$ cat src/rtl/dmac_pkg.sv
`timescale 1ns/1ps
package dmac_pkg;
   typedef enum logic [1:0] {
      XK_DEMAND = 2'b00,
      XK_SINGLE = 2'b01,
      XK_BLOCK  = 2'b10,
      XK_RSVD   = 2'b11
   } xkind_t;

   typedef struct packed {
      logic   autoinit;
      logic   dec;
      logic   to_mem;
      xkind_t kind;
   } chmode_t;

   typedef enum logic [1:0] {
      SQ_IDLE = 2'b00,
      SQ_WAIT = 2'b01,
      SQ_XFER = 2'b10
   } sq_t;

   localparam logic [1:0] SEL_ADDR = 2'd0;
   localparam logic [1:0] SEL_CNT  = 2'd1;
   localparam logic [1:0] SEL_MODE = 2'd2;
   localparam logic [1:0] SEL_GLOB = 2'd3;
endpackage

$ cat src/rtl/dmac_chan.sv
`timescale 1ns/1ps
module dmac_chan
   import dmac_pkg::*;
#(
   parameter int AW = 16,
   parameter int CW = 16,
   parameter int DW = 16
) (
   input  logic          clk,
   input  logic          rst_n,
   input  logic          cfg_we,
   input  logic [1:0]    cfg_sel,
   input  logic [DW-1:0] cfg_data,
   input  logic          mask_we,
   input  logic          mask_d,
   input  logic          req_we,
   input  logic          req_d,
   input  logic          step,
   input  logic          eop,
   input  logic          stat_clr,
   output logic [AW-1:0] cur_addr,
   output chmode_t       mode,
   output logic          at_tc,
   output logic          masked,
   output logic          swreq,
   output logic          tc_flag
);
   logic [AW-1:0] base_addr;
   logic [CW-1:0] base_cnt, cur_cnt;
   logic          reload;

   assign at_tc  = (cur_cnt == '0);
   assign reload = at_tc && mode.autoinit;

   always_ff @(posedge clk or negedge rst_n) begin
      if (!rst_n) begin
         base_addr <= '0;
         cur_addr  <= '0;
         base_cnt  <= '0;
         cur_cnt   <= '0;
         mode      <= '0;
      end else begin
         if (cfg_we && cfg_sel == SEL_ADDR) begin
            base_addr <= cfg_data[AW-1:0];
            cur_addr  <= cfg_data[AW-1:0];
         end else if (step) begin
            if (reload)        cur_addr <= base_addr;
            else if (mode.dec) cur_addr <= cur_addr - 1'b1;
            else               cur_addr <= cur_addr + 1'b1;
         end
         if (cfg_we && cfg_sel == SEL_CNT) begin
            base_cnt <= cfg_data[CW-1:0];
            cur_cnt  <= cfg_data[CW-1:0];
         end else if (step) begin
            cur_cnt <= reload ? base_cnt : cur_cnt - 1'b1;
         end
         if (cfg_we && cfg_sel == SEL_MODE)
            mode <= chmode_t'(cfg_data[4:0]);
      end
   end

   always_ff @(posedge clk or negedge rst_n) begin
      if (!rst_n) begin
         masked  <= 1'b0;
         swreq   <= 1'b0;
         tc_flag <= 1'b0;
      end else begin
         if (mask_we) masked <= mask_d;
         if (req_we)                      swreq <= req_d;
         else if (step && (at_tc || eop)) swreq <= 1'b0;
         if (step && at_tc)  tc_flag <= 1'b1;
         else if (stat_clr)  tc_flag <= 1'b0;
      end
   end
endmodule

$ cat src/rtl/dmac_prio.sv
`timescale 1ns/1ps
module dmac_prio #(
   parameter int NCH = 4,
   localparam int CHW = (NCH > 1) ? $clog2(NCH) : 1
) (
   input  logic [NCH-1:0] req,
   output logic           any,
   output logic [CHW-1:0] win
);
   always_comb begin
      win = '0;
      for (int i = NCH - 1; i >= 0; i--) begin
         if (req[i]) win = CHW'(i);
      end
   end
   assign any = |req;
endmodule

$ cat src/rtl/dmac_seq.sv
`timescale 1ns/1ps
module dmac_seq
   import dmac_pkg::*;
#(
   parameter int CHW = 2
) (
   input  logic           clk,
   input  logic           rst_n,
   input  logic           pend_any,
   input  logic [CHW-1:0] win,
   input  logic           hold_ack,
   input  logic           eop_n,
   input  xkind_t         act_kind,
   input  logic           act_tc,
   input  logic           act_req,
   output logic           hold_req,
   output logic           xfer,
   output logic [CHW-1:0] act_ch
);
   sq_t  st;
   logic stop;

   always_comb begin
      unique case (act_kind)
         XK_BLOCK:  stop = act_tc || !eop_n;
         XK_DEMAND: stop = act_tc || !eop_n || !act_req;
         default:   stop = 1'b1;
      endcase
   end

   always_ff @(posedge clk or negedge rst_n) begin
      if (!rst_n) begin
         st     <= SQ_IDLE;
         act_ch <= '0;
      end else begin
         unique case (st)
            SQ_IDLE: if (pend_any) st <= SQ_WAIT;
            SQ_WAIT: if (hold_ack) begin
               if (pend_any) begin
                  act_ch <= win;
                  st     <= SQ_XFER;
               end else begin
                  st <= SQ_IDLE;
               end
            end
            SQ_XFER: if (stop) st <= SQ_IDLE;
            default: st <= SQ_IDLE;
         endcase
      end
   end

   assign hold_req = (st != SQ_IDLE);
   assign xfer     = (st == SQ_XFER);
endmodule

$ cat src/rtl/dmac_core.sv
`timescale 1ns/1ps
module dmac_core
   import dmac_pkg::*;
#(
   parameter int NCH = 4,
   parameter int AW  = 16,
   parameter int CW  = 16,
   localparam int CHW = (NCH > 1) ? $clog2(NCH) : 1,
   localparam int DW  = (AW > CW) ? AW : CW
) (
   input  logic           clk,
   input  logic           rst_n,
   input  logic           wr_en,
   input  logic [1:0]     wr_sel,
   input  logic [CHW-1:0] wr_ch,
   input  logic [DW-1:0]  wr_data,
   input  logic           stat_rd,
   output logic [NCH-1:0] stat_tc,
   input  logic [NCH-1:0] dreq,
   output logic [NCH-1:0] dack,
   output logic           hold_req,
   input  logic           hold_ack,
   input  logic           eop_n,
   output logic [AW-1:0]  addr,
   output logic           mem_rd_n,
   output logic           mem_wr_n,
   output logic           io_rd_n,
   output logic           io_wr_n,
   output logic           term_cnt
);
   if (NCH < 2 || NCH > DW) begin : g_bad_nch
      $error("dmac_core: NCH must lie between 2 and the data width");
   end
   if (AW < 5 || CW < 2) begin : g_bad_width
      $error("dmac_core: AW must be at least 5 and CW at least 2");
   end

   logic [AW-1:0]  ch_addr [NCH];
   chmode_t        ch_mode [NCH];
   logic [NCH-1:0] ch_tc, ch_mask, ch_sw, ch_flag, pend;
   logic           pend_any, xfer, mask_we, req_we, to_mem;
   logic [CHW-1:0] win, act_ch;

   assign mask_we = wr_en && wr_sel == SEL_GLOB && wr_ch == CHW'(0);
   assign req_we  = wr_en && wr_sel == SEL_GLOB && wr_ch == CHW'(1);
   assign pend    = (dreq | ch_sw) & ~ch_mask;

   for (genvar g = 0; g < NCH; g++) begin : g_ch
      dmac_chan #(.AW(AW), .CW(CW), .DW(DW)) u_chan (
         .clk      (clk),
         .rst_n    (rst_n),
         .cfg_we   (wr_en && wr_sel != SEL_GLOB && wr_ch == CHW'(g)),
         .cfg_sel  (wr_sel),
         .cfg_data (wr_data),
         .mask_we  (mask_we),
         .mask_d   (wr_data[g]),
         .req_we   (req_we),
         .req_d    (wr_data[g]),
         .step     (xfer && act_ch == CHW'(g)),
         .eop      (!eop_n),
         .stat_clr (stat_rd),
         .cur_addr (ch_addr[g]),
         .mode     (ch_mode[g]),
         .at_tc    (ch_tc[g]),
         .masked   (ch_mask[g]),
         .swreq    (ch_sw[g]),
         .tc_flag  (ch_flag[g])
      );
   end

   dmac_prio #(.NCH(NCH)) u_prio (
      .req (pend),
      .any (pend_any),
      .win (win)
   );

   dmac_seq #(.CHW(CHW)) u_seq (
      .clk      (clk),
      .rst_n    (rst_n),
      .pend_any (pend_any),
      .win      (win),
      .hold_ack (hold_ack),
      .eop_n    (eop_n),
      .act_kind (ch_mode[act_ch].kind),
      .act_tc   (ch_tc[act_ch]),
      .act_req  (dreq[act_ch] | ch_sw[act_ch]),
      .hold_req (hold_req),
      .xfer     (xfer),
      .act_ch   (act_ch)
   );

   assign to_mem   = ch_mode[act_ch].to_mem;
   assign dack     = xfer ? (NCH'(1) << act_ch) : '0;
   assign addr     = xfer ? ch_addr[act_ch] : '0;
   assign mem_rd_n = !(xfer && !to_mem);
   assign io_wr_n  = !(xfer && !to_mem);
   assign io_rd_n  = !(xfer && to_mem);
   assign mem_wr_n = !(xfer && to_mem);
   assign term_cnt = xfer && ch_tc[act_ch];
   assign stat_tc  = ch_flag;
endmodule

$ cat config.mk
export PLATFORM = sky130hd
export DESIGN_NAME = dmac_core
export DESIGN_NICKNAME = d
export VERILOG_FILES = /design/src/rtl/dmac_pkg.sv /design/src/rtl/dmac_chan.sv /design/src/rtl/dmac_prio.sv /design/src/rtl/dmac_seq.sv /design/src/rtl/dmac_core.sv
export SDC_FILE = /design/constraint.sdc
export NUM_CORES = 1
export LEC_CHECK = 0
export ABC_AREA = 1
export BUFFER_PORTS_ARGS = -buffer_cell sky130_fd_sc_hd__buf_2
export CAP_MARGIN = 25
export CORE_ASPECT_RATIO = 0.7
export CORE_UTILIZATION = 40
export DETAILED_ROUTE_END_ITERATION = 10
export GPL_ROUTABILITY_DRIVEN = 0
export HOLD_SLACK_MARGIN = 0.02
export SYNTH_ARGS = -nofsm -noshare
export SYNTH_HDL_FRONTEND = slang
export SYNTH_HIERARCHICAL = 1
export SYNTH_SLANG_ARGS = --single-unit
$ cat constraint.sdc
create_clock -name clk -period 2.53 [get_ports clk]
set_input_delay 0.3795 -clock clk [delete_from_list [all_inputs] [get_ports clk]]
set_output_delay 0.3795 -clock clk [all_outputs]
set_load 0.01 [all_outputs]
; ---- Yosys cells after proc, flatten, opt, wreduce, memory -nomap -nowiden
; Cells that the tools add are included.
[totals]
elab_cells = 226
reg_bits = 292
[classes]
shift = 1
muxes = 65
n_lt_le_gt_ge = 2
eq_ne = 16
bitwise_logic = 5
add_sub_neg = 12
reduce_logical = 79
[ops]
columns = op, n
row1 = 16-bit 2-to-1 mux, 31
row2 = "16-bit by 1-bit subtractor with 16-bit output, second input constant", 8
row3 = "16-bit by 1-bit adder with 16-bit output, second input constant", 4
row4 = 16-bit logical NOT, 4
row5 = 1-bit logical AND, 39
row6 = 2-bit nonzero test, 17
row7 = 16-bit binary-select mux with 2-bit select, 1
row8 = "2-bit equality test, second input constant", 8
row9 = 1-bit 2-to-1 mux, 16
row10 = 2-bit 2-to-1 mux, 8
row11 = 5-bit binary-select mux with 2-bit select, 1
row12 = 2-bit logical NOT, 5
row13 = "2-bit by 1-bit equality test with 1-bit output, second input constant", 4
row14 = 1-bit binary-select mux with 2-bit select, 3
row15 = 1-bit logical OR, 6
row16 = 3-bit 2-to-1 mux, 2
row17 = "2-bit != test, second input constant", 3
row18 = 2-bit one-hot mux with 3 select lines, 1
row19 = 3-bit AND reduction, 2
row20 = 1-bit logical NOT, 5
row21 = 4-bit AND, 1
row22 = 4-bit 2-to-1 mux, 1
row23 = 4-bit inverter, 1
row24 = 4-bit bitwise OR, 1
row25 = other kinds (8), 8

; ---- Depth between registers and ports, before layout
; Gate-level depths: netlist of run 1.
[logic_depth]
depth_word = 8
mapped_depth = 14

; ---- Hierarchy
; Netlist of run 1, hierarchy kept.
[modules_own_cells]
columns = mod, cells_each, area_per_inst_um2, n_inst
row1 = dmac_chan at g_ch[0].u_chan ..., 695, 4745.8, 2
row2 = dmac_chan at g_ch[2].u_chan ..., 661, 4598.2, 2
row3 = dmac_core, 218, 940.9, 1
row4 = dmac_seq, 29, 217.7, 1
row5 = dmac_prio, 9, 46.3, 1

; ---- Worst setup path after synthesis of run 1
; No wires, ideal clock.
[synth_path]
path_kind = reg-to-reg
from = register u_seq.st[0]
to = register g_ch[0].u_chan.cur_cnt[9]
slack_ns = 0.400
path_stages_with_launch = 11
synth_period_minus_slack_ns = 2.130
required_ns = 2.452
arrival_ns = 2.052
setup_ns = 0.078
cell_sequence = dfrtp_1 inv_2 nand2_2 inv_1 inv_1 clkbuf_1 nor2_1 clkinv_1 nor2_1 o21ai_0 o21bai_1
[synth_between]
elab_chain_cells = 3
[synth_rtl]
columns = element, line
row1 = "start, declared", dmac_seq.sv:20  ; sq_t st;
row2 = "start signal, assigned", dmac_seq.sv:33  ; st <= SQ_IDLE;
row3 = "start signal, assigned", dmac_seq.sv:37  ; SQ_IDLE: if (pend_any) st <= SQ_WAIT;
row4 = "start signal, assigned", dmac_seq.sv:41  ; st <= SQ_XFER;
row5 = 2-bit equality test, dmac_seq.sv:53  ; assign xfer = (st == SQ_XFER);
row6 = net xfer, dmac_core.sv:41  ; logic pend_any, xfer, mask_we, req_we, to_mem;
row7 = 1-bit logical AND, dmac_core.sv:59  ; .step (xfer && act_ch == CHW'(g)),
row8 = 2-bit nonzero test (no source line), n/a
row9 = "end signal, assigned", dmac_chan.sv:53  ; cur_cnt <= cfg_data[CW-1:0];
row10 = "end signal, assigned", dmac_chan.sv:55  ; cur_cnt <= reload ? base_cnt : cur_cnt - 1'b1;
row11 = "end, declared", dmac_chan.sv:29  ; logic [CW-1:0] base_cnt, cur_cnt;
; The timed path passes the listed nets, and every way through them passes these cells.
; A chain may end at the register's enable or synchronous reset.

; ---- Worst setup path after layout of run 1
[layout_path]
from = register g_ch[1].u_chan.cur_cnt[1]
to = output port term_cnt
[layout_between]
elab_chain_cells = 4
[layout_rtl]
columns = element, line
row1 = "start, declared", dmac_chan.sv:29
row2 = "start signal, assigned", dmac_chan.sv:53
row3 = "start signal, assigned", dmac_chan.sv:55
row4 = 16-bit logical NOT, dmac_chan.sv:32  ; assign at_tc = (cur_cnt == '0);
row5 = net ch_tc[1], dmac_core.sv:40  ; logic [NCH-1:0] ch_tc, ch_mask, ch_sw, ch_flag, pend;
row6 = 1-bit binary-select mux with 2-bit select, dmac_core.sv:99  ; assign term_cnt = xfer && ch_tc[act_ch];
row7 = 1-bit 2-to-1 mux (implied by the code), dmac_core.sv:99
row8 = 1-bit logical AND, dmac_core.sv:99
row9 = "end, declared", dmac_core.sv:29  ; output logic term_cnt
; The timed path passes the listed nets, and every way through them passes these cells. The select of a mux whose other input is x is not followed.

==> results of run 1 <==
-- through the flow --
stage               power (W)  area (um2)  instances
floorplan              0.0163       19900       2968
global placement       0.0193       21100       3657
detailed placement     0.0195       21100       3657
CTS                    0.0247       22300       3719
global route           0.0270       22400       3724
finish                 0.0250       22400       3724
-- timing repair --
item	CTS	global route
gates resized for setup	31	13
pin swaps	7	2
endpoints found under the setup margin	24	37
hold buffers	1	0
setup buffers	5	5
hold endpoints to repair	36	0
-- logic make-up (layout without fill, tap and decap cells) --
logic type / Yosys count / after routing / share of synthesized area
and+or+nand+nor: 1746 / 1746 / 0.370
AOI/OAI and AO/OA: 287 / 287 / 0.0848
DFF: 292 / 292 / 0.367
muxes: 18 / 18 / 0.0102
buffers and inverters: 515 / 616 / 0.105
adders and majority gates: 68 / 68 / 0.0443
xor gates and xnor gates: 42 / 42 / 0.0185
-- cell type report --
class,count,share of cell area
inverter,430,0.0727
multi-input combinational,2161,0.475
clock buffer,40,0.0384
sequential,292,0.327
tap,655,0.0366
clock inverter,16,0.00951
timing repair buffer,130,0.0414
-- metal layers --
metal  track usage  wire length, um  vias to the layer above
met1         0.389            30800                     9113
met2         0.367            26400                      673
met5             0               23                        -
li1              -                -                     9530
met3        0.0616             5920                       99
met4        0.0625             1750                        4
-- sequential cells by signal, summed over array words and instances, names as in the netlist --
register	count
g_ch.u_chan/base_addr	64
g_ch.u_chan/base_cnt	64
g_ch.u_chan/cur_addr	64
g_ch.u_chan/cur_cnt	64
g_ch.u_chan/mode	20
g_ch.u_chan/masked	4
g_ch.u_chan/swreq	4
g_ch.u_chan/tc_flag	4
u_seq/act_ch	2
u_seq/st	2
-- Yosys cell counts, types with 8 or more instances --
master	n
nand2_1	1062
inv_1	411
dfrtp_1	292
nand3_1	288
nor2_1	271
o21ai_0	128
a21oi_1	66
ha_1	64
nand4_1	35
o211ai_1	34
clkbuf_1	32
buf_2	27
nor3_1	24
xor2_1	24
mux2_2	18
o22ai_1	18
xnor2_1	18
o21bai_2	14
buf_6	12
nand3b_1	12
inv_2	11
nor2_2	11
nor2_4	11
buf_4	8
o21bai_1	8
or2_2	8
-- worst paths after layout --
check                      cells past startpoint                                      end
setup / recovery                              11                                 term_cnt
hold / removal                                 2       g_ch[0].u_chan/tc_flag$_DFFE_PN0P_
setup reg to reg                              10  g_ch[0].u_chan/cur_addr[11]$_DFFE_PN0P_
hold reg to reg                                2  g_ch[0].u_chan/base_addr[9]$_DFFE_PN0P_
max in group asynchronous                      3       g_ch[0].u_chan/mode[0]$_DFFE_PN0P_
min in group asynchronous                      2    g_ch[3].u_chan/cur_cnt[4]$_DFFE_PN0P_
-- critical path: cells and delay by family, from the launching register on --
| family | cells | cell delay [ns] |
|---|---|---|
| flip-flops | 1 | 0.40 |
| buffers and inverters | 3 | 0.34 |
| adder cells (fa/ha/maj) | 1 | 0.17 |
| AND/OR/NAND/NOR | 7 | 0.70 |
-- report_power, final --
| group | total, W | internal, W | leakage [nW] | switching [W] |
|---|---|---|---|---|
| combinational | 0.0122 | 0.00448 | 8.30 | 0.00774 |
| clock | 0.00491 | 0.00289 | 0.525 | 0.00202 |
| sequential | 0.00786 | 0.00622 | 3.64 | 0.00164 |
==> results.md, run 1 <==
- IO Port Bufs: 59
- Half-perimeter wire length after placement: 46,800 um
- First-pass GRT wire length: 102,000 um
- Sink Count: a little under 300
- Post-synth top area share: 0.367
- Max incr delay on CP: 0.40 ns
- Antenna violations before repair: 2
- Final TNS setup: -0.120 ns
- Starting Density: 0.411
- Final ANT Viol Nets: 0
- Cells after Synth: slightly below 3,000
- Setup-failing EPs final: 5
- Final Critical Period: roughly 2.6 ns
- GR Overflow Total: 0
- Slew Viols, Final: 0
- Max cap viols: 0
- Clock latency on the worst-skew pair: 0.59 ns
- Worst Skew: 0.0188 ns
- Final Hold Viols: 0
- Filler Cell Count: 4,991
- Per-cell routed wire length: 17.4 um
- Syn Area/Cell: approximately 6.7 um2
- Worst Tran Pin Value: 0.789 ns
- CP Data Arrival Time: 2.19 ns
- Total track usage: 0.258
- Total I/O pin count: 60
- Die height: 189 um
- Post-synth EDFFs: 0
- Share of layout cells above drive strength 1: 0.101
- Area of the multi-input gates: 10,600 um2
- Nets: 3,143
- Top cell type by total area after synthesis: dfrtp_1
- Commonest register cell after synthesis: dfrtp_1
- Final Hold Slack: 0.0471 ns
- N_diodes: 0
- Die area: 50,600 um2
- Req. time, crit path: 2.15 ns
- Async set-reset flop share out of synthesis: 1.00
- Post-Syn Nets: 3,066
- Worst vdd ir: between 0.5 and 0.6 mV
- Failing checks: setup timing
- Reg area: 7310 um2
- Yosys warning count: 6
- R2r setup slk: roughly 0.19 ns
- Post-route setup slack: -0.0440 ns
- Crit. End Element: output port
- Hold Startpoint: stat_rd
- CTS max path bufs: 3
- Slowest CP cell: dfrtp_1
- Startpoint Class: flip-flop
- Iter 0 DRT Violations: slightly below 2,000
- Placement Setup Slack: -0.0324 ns
- Most common cell after layout, fill and taps aside: nand2_1
- Area of the mapped netlist: 19,900 um2
- Clock slew seen by the registers of the worst setup and hold paths: about 0.07 ns
- Status: finished with violations
- Crit path cell chain: inv_2, ha_4, nand3_4, nor3_4, nand2_1, inv_2, nand3_2, nand2_1, nor2_2, nor2_2, buf_4
- CTS tree: yes
- RSZ-0062 raised after global routing: yes
- DRC: 0
- Relative slew slack: 0.472
- Post-synthesis sequential area ratio: 0.367
- Pwr dens: 1120 nW/um2
- Rows: 67
- Critical path origin: g_ch[1].u_chan/cur_cnt[1]$_DFFE_PN0P_
- Vias in the first global route: 17,789
- Post-Route WL: around 65,000 um
- Leak: 12.5 nW
- Distinct cells, synth: 41
- Final core utilization: 0.462
- TritonCTS Buffers: 30
- Reg2Reg Launch Point: g_ch[0].u_chan/mode[3]$_DFFE_PN0P_
- Drt pass-1 iters: 7
- Fmax: 0.388 GHz
- CTS H-Tree Depth: 1
- Final worst path period share: 1.02
- CP max FO: 3
- Syn-to-layout area delta: 12.4%
- Root Driver: clkbuf_16
- Core area: about 48,000 um2
- Flops & latches, synth: 292
- Drt via density: 5.21
- Type of the worst setup path: reg -> out
- Commonest cells after routing, fill and taps aside: 1,056 x nand2_1, 405 x inv_1, 292 x dfrtp_1, 283 x nand3_1, 261 x nor2_1
- Top cells by area in the synthesized netlist: dfrtp_1 37%, nand2_1 20%, inv_1 7.8%
- Horiz. Die Dim: roughly 270 um
- Largest net degree at the start of global routing: 70
- Hold Path Class: in -> reg
- DR vias: slightly below 20,000
(Power assumes the default switching activity.)
==> run 2: changes to the inputs <==
--- a/config.mk
+++ b/config.mk
@@ -13,6 +13,7 @@
 export DETAILED_ROUTE_END_ITERATION = 10
 export GPL_ROUTABILITY_DRIVEN = 0
 export HOLD_SLACK_MARGIN = 0.02
+export RECOVER_POWER = 100
 export SYNTH_ARGS = -nofsm -noshare
 export SYNTH_HDL_FRONTEND = slang
 export SYNTH_HIERARCHICAL = 1
==> run 2 against run 1 <==
  * The run still ends with setup timing left
  * Global-route usage stayed put
  * Sequential cell count stayed put
  * Via count is 0.26% higher
  * Combinational power hardly changed
  * Clock power hardly changed
  * Final area is 0.69% lower
  * Wire length is 0.17% higher
  * Sequential share of layout area is 0.23 points higher
  * Register-to-register slack worse by 0.09 ns
  * Largest power group unchanged
==> results.md, run 2 (synthesis results as in run 1) <==
- Reg area: 7310 um2 (unchanged)
- CTS max path bufs: 3 (unchanged)
- First-pass GRT wire length: 102,000 um (unchanged)
- Slowest CP cell: dfrtp_1
- N_diodes: 0 (unchanged)
- Die height: 189 um (unchanged)
- NetSw: 0.0114 W (about the same)
- Non-filler cells, final: 3,724 (unchanged)
- Slew Viols, Final: 0 (unchanged)
- Area of the multi-input gates: 10,600 um2 (about the same)
- CP max FO: 3 (unchanged)
- CTS H-Tree Depth: 1 (unchanged)
- Drt pass-1 iters: 8 (+1)
- Clock slew seen by the registers of the worst setup and hold paths: 0.07 ns (about the same)
- DP Cell Count: 3,657 (unchanged)
- Startpoint Class: flip-flop
- Share of layout cells above drive strength 1: 0.0899 (-0.0111)
- Worst vdd ir: 0.576 mV (-1.4%)
- Failing checks: setup timing
- Setup-failing EPs final: 4 (-1)
- Total I/O pin count: 60 (unchanged)
- Max incr delay on CP: 0.40 ns (about the same)
- Leak: 12.3 nW (-0.98%)
- Antenna violations before repair: 2 (unchanged)
- Commonest cells after routing, fill and taps aside: 1,057 x nand2_1, 409 x inv_1, 292 x dfrtp_1, 283 x nand3_1, 262 x nor2_1
- Per-cell routed wire length: 17.4 um (+0.17%)
- Largest net degree at the start of global routing: 70 (unchanged)
- Switching Fraction: 0.457 (+0.000718)
- Half-perimeter wire length after placement: 46,800 um (unchanged)
- Worst Skew: 0.0221 ns (+0.00329 ns)
- Rows: 67 (unchanged)
- Type of the worst setup path: reg -> out
- Seq pwr share: 0.315 (about the same)
- Filler Cell Count: 5,022 (+0.62%)
- Core area: 48,500 um2 (unchanged)
- DRC: 0 (unchanged)
- Worst Tran Pin Value: 1.32 ns (+0.527 ns)
- Most common cell after layout, fill and taps aside: nand2_1
- Starting Density: 0.411 (unchanged)
- Final ANT Viol Nets: 0 (unchanged)
- Req. time, crit path: 2.15 ns (about the same)
- Final Hold Viols: 0 (unchanged)
- RSZ-0062 raised after global routing: yes
- Post-route setup slack: -0.0454 ns (-0.00132 ns)
- Iter 0 DRT Violations: 1,869 (-5.7%)
- Vias in the first global route: 17,789 (unchanged)
- Clock latency on the worst-skew pair: 0.59 ns (about the same)
- Horiz. Die Dim: 269 um (unchanged)
- Drt via density: 5.23 (+0.26%)
- CP Data Arrival Time: 2.20 ns (about the same)
- Fmax: 0.388 GHz (about the same)
- Relative slew slack: 0.123 (-0.349)
- Final worst path period share: 1.02 (about the same)
- Crit path cell chain: inv_2, ha_4, nand3_4, nor3_4, nand2_1, inv_2, nand3_2, nand2_1, nor2_2, nor2_2, buf_4
- Final TNS setup: -0.101 ns (+0.0195 ns)
- DR vias: 19,469 (+0.26%)
- Root Driver: clkbuf_16
- Syn-to-layout area delta: 11.6%
- Crit. End Element: output port
- Post-Route WL: 65,000 um (+0.17%)
- Logic gate share of total power: 0.488 (about the same)
- Die area: 50,600 um2 (unchanged)
- Sink Count: 292 (unchanged)
- TritonCTS Buffers: 30 (unchanged)
- CTS tree: yes
- Status: finished with violations
- Internal: 0.0136 W (-0.29%)
- Total track usage: 0.258 (unchanged)
- GR Overflow Total: 0 (unchanged)
- Pwr dens: 1120 nW/um2 (+0.54%)
- Nets: 3,143 (unchanged)
- Final Critical Period: 2.58 ns (+0.00132 ns)
- IO Port Bufs: 59 (unchanged)
- Hold Path Class: in -> reg
- Max cap viols: 0 (unchanged)
- Clk network pwr share: 0.197 (about the same)
[run 2: what timing repair did]
item / in CTS / in global routing
endpoints found under the setup margin: 24 / 37
hold buffers: 1 / 0
gates resized for setup: 31 / 13
pin swaps: 7 / 2
setup buffers: 5 / 5
hold endpoints to repair: 36 / 0
[run 2: worst paths after layout]
kind                                                               from                                        to  slack [ns]  cells after the start
worst max register to register                  u_seq/st[0]$_DFFE_PN0P_     g_ch[2].u_chan/cur_cnt[6]$_DFFE_PN0P_        0.10                     10
worst min register to register  g_ch[1].u_chan/base_cnt[13]$_DFFE_PN0P_   g_ch[1].u_chan/base_cnt[13]$_DFFE_PN0P_        0.48                      2
worst max-delay path              g_ch[1].u_chan/cur_cnt[1]$_DFFE_PN0P_                                  term_cnt       -0.05                     11
max in group asynchronous                                         rst_n  g_ch[0].u_chan/base_addr[13]$_DFFE_PN0P_        0.33                      3
worst min-delay path                                            stat_rd        g_ch[0].u_chan/tc_flag$_DFFE_PN0P_        0.05                      2
min in group asynchronous                                         rst_n     g_ch[3].u_chan/cur_cnt[4]$_DFFE_PN0P_        0.56                      2
[run 2: critical path, delay by kind of cell (launching register included)]
family,cells,cell delay [ns]
and+or+nand+nor,7,0.70
DFF,1,0.40
adders and majority gates,1,0.17
buffers and inverters,3,0.34
[run 2: per-stage QoR]
| stage | total power [W] | area (um2) | util | setup WS [ns] | hold slack, ns |
|---|---|---|---|---|---|
| finish | 0.0250 | 22200 | 0.458 | -0.0454 | 0.0466 |
| global route | 0.0270 | 22200 | 0.458 | -0.118 | 0.0356 |
| CTS | 0.0247 | 22300 | 0.460 | -0.0666 | 0.0307 |
| detailed placement | 0.0195 | 21100 | 0.435 | -0.0324 | 0.306 |
| global placement | 0.0193 | 21100 | 0.435 | 0.0704 | 0.305 |
| floorplan | 0.0163 | 19900 | - | 0.400 | 0.0839 |
[run 2: power by group through the flow]
stage	clock, W	combinational [W]	sequential, W
2_1_floorplan	0	0.00899	0.00730
6_report	0.00492	0.0122	0.00786
5_1_grt	0.00519	0.0137	0.00805
4_1_cts	0.00501	0.0119	0.00781
3_3_place_gp	0	0.0115	0.00785
3_5_place_dp	0	0.0117	0.00787
[run 2: final cells by class]
cell class	count	share of cell area
multi-input combinational	2161	0.477
sequential	292	0.329
inverter	430	0.0732
clock buffer	40	0.0387
tap	655	0.0369
timing repair buffer	130	0.0351
clock inverter	16	0.00958
[run 2: routing by layer]
metal	routed length [um]	GRT usage	vias up
li1	-	-	9529
met1	30800	0.389	9101
met2	26400	0.367	738
met3	6060	0.0616	97
met4	1680	0.0625	4
met5	30	0	-
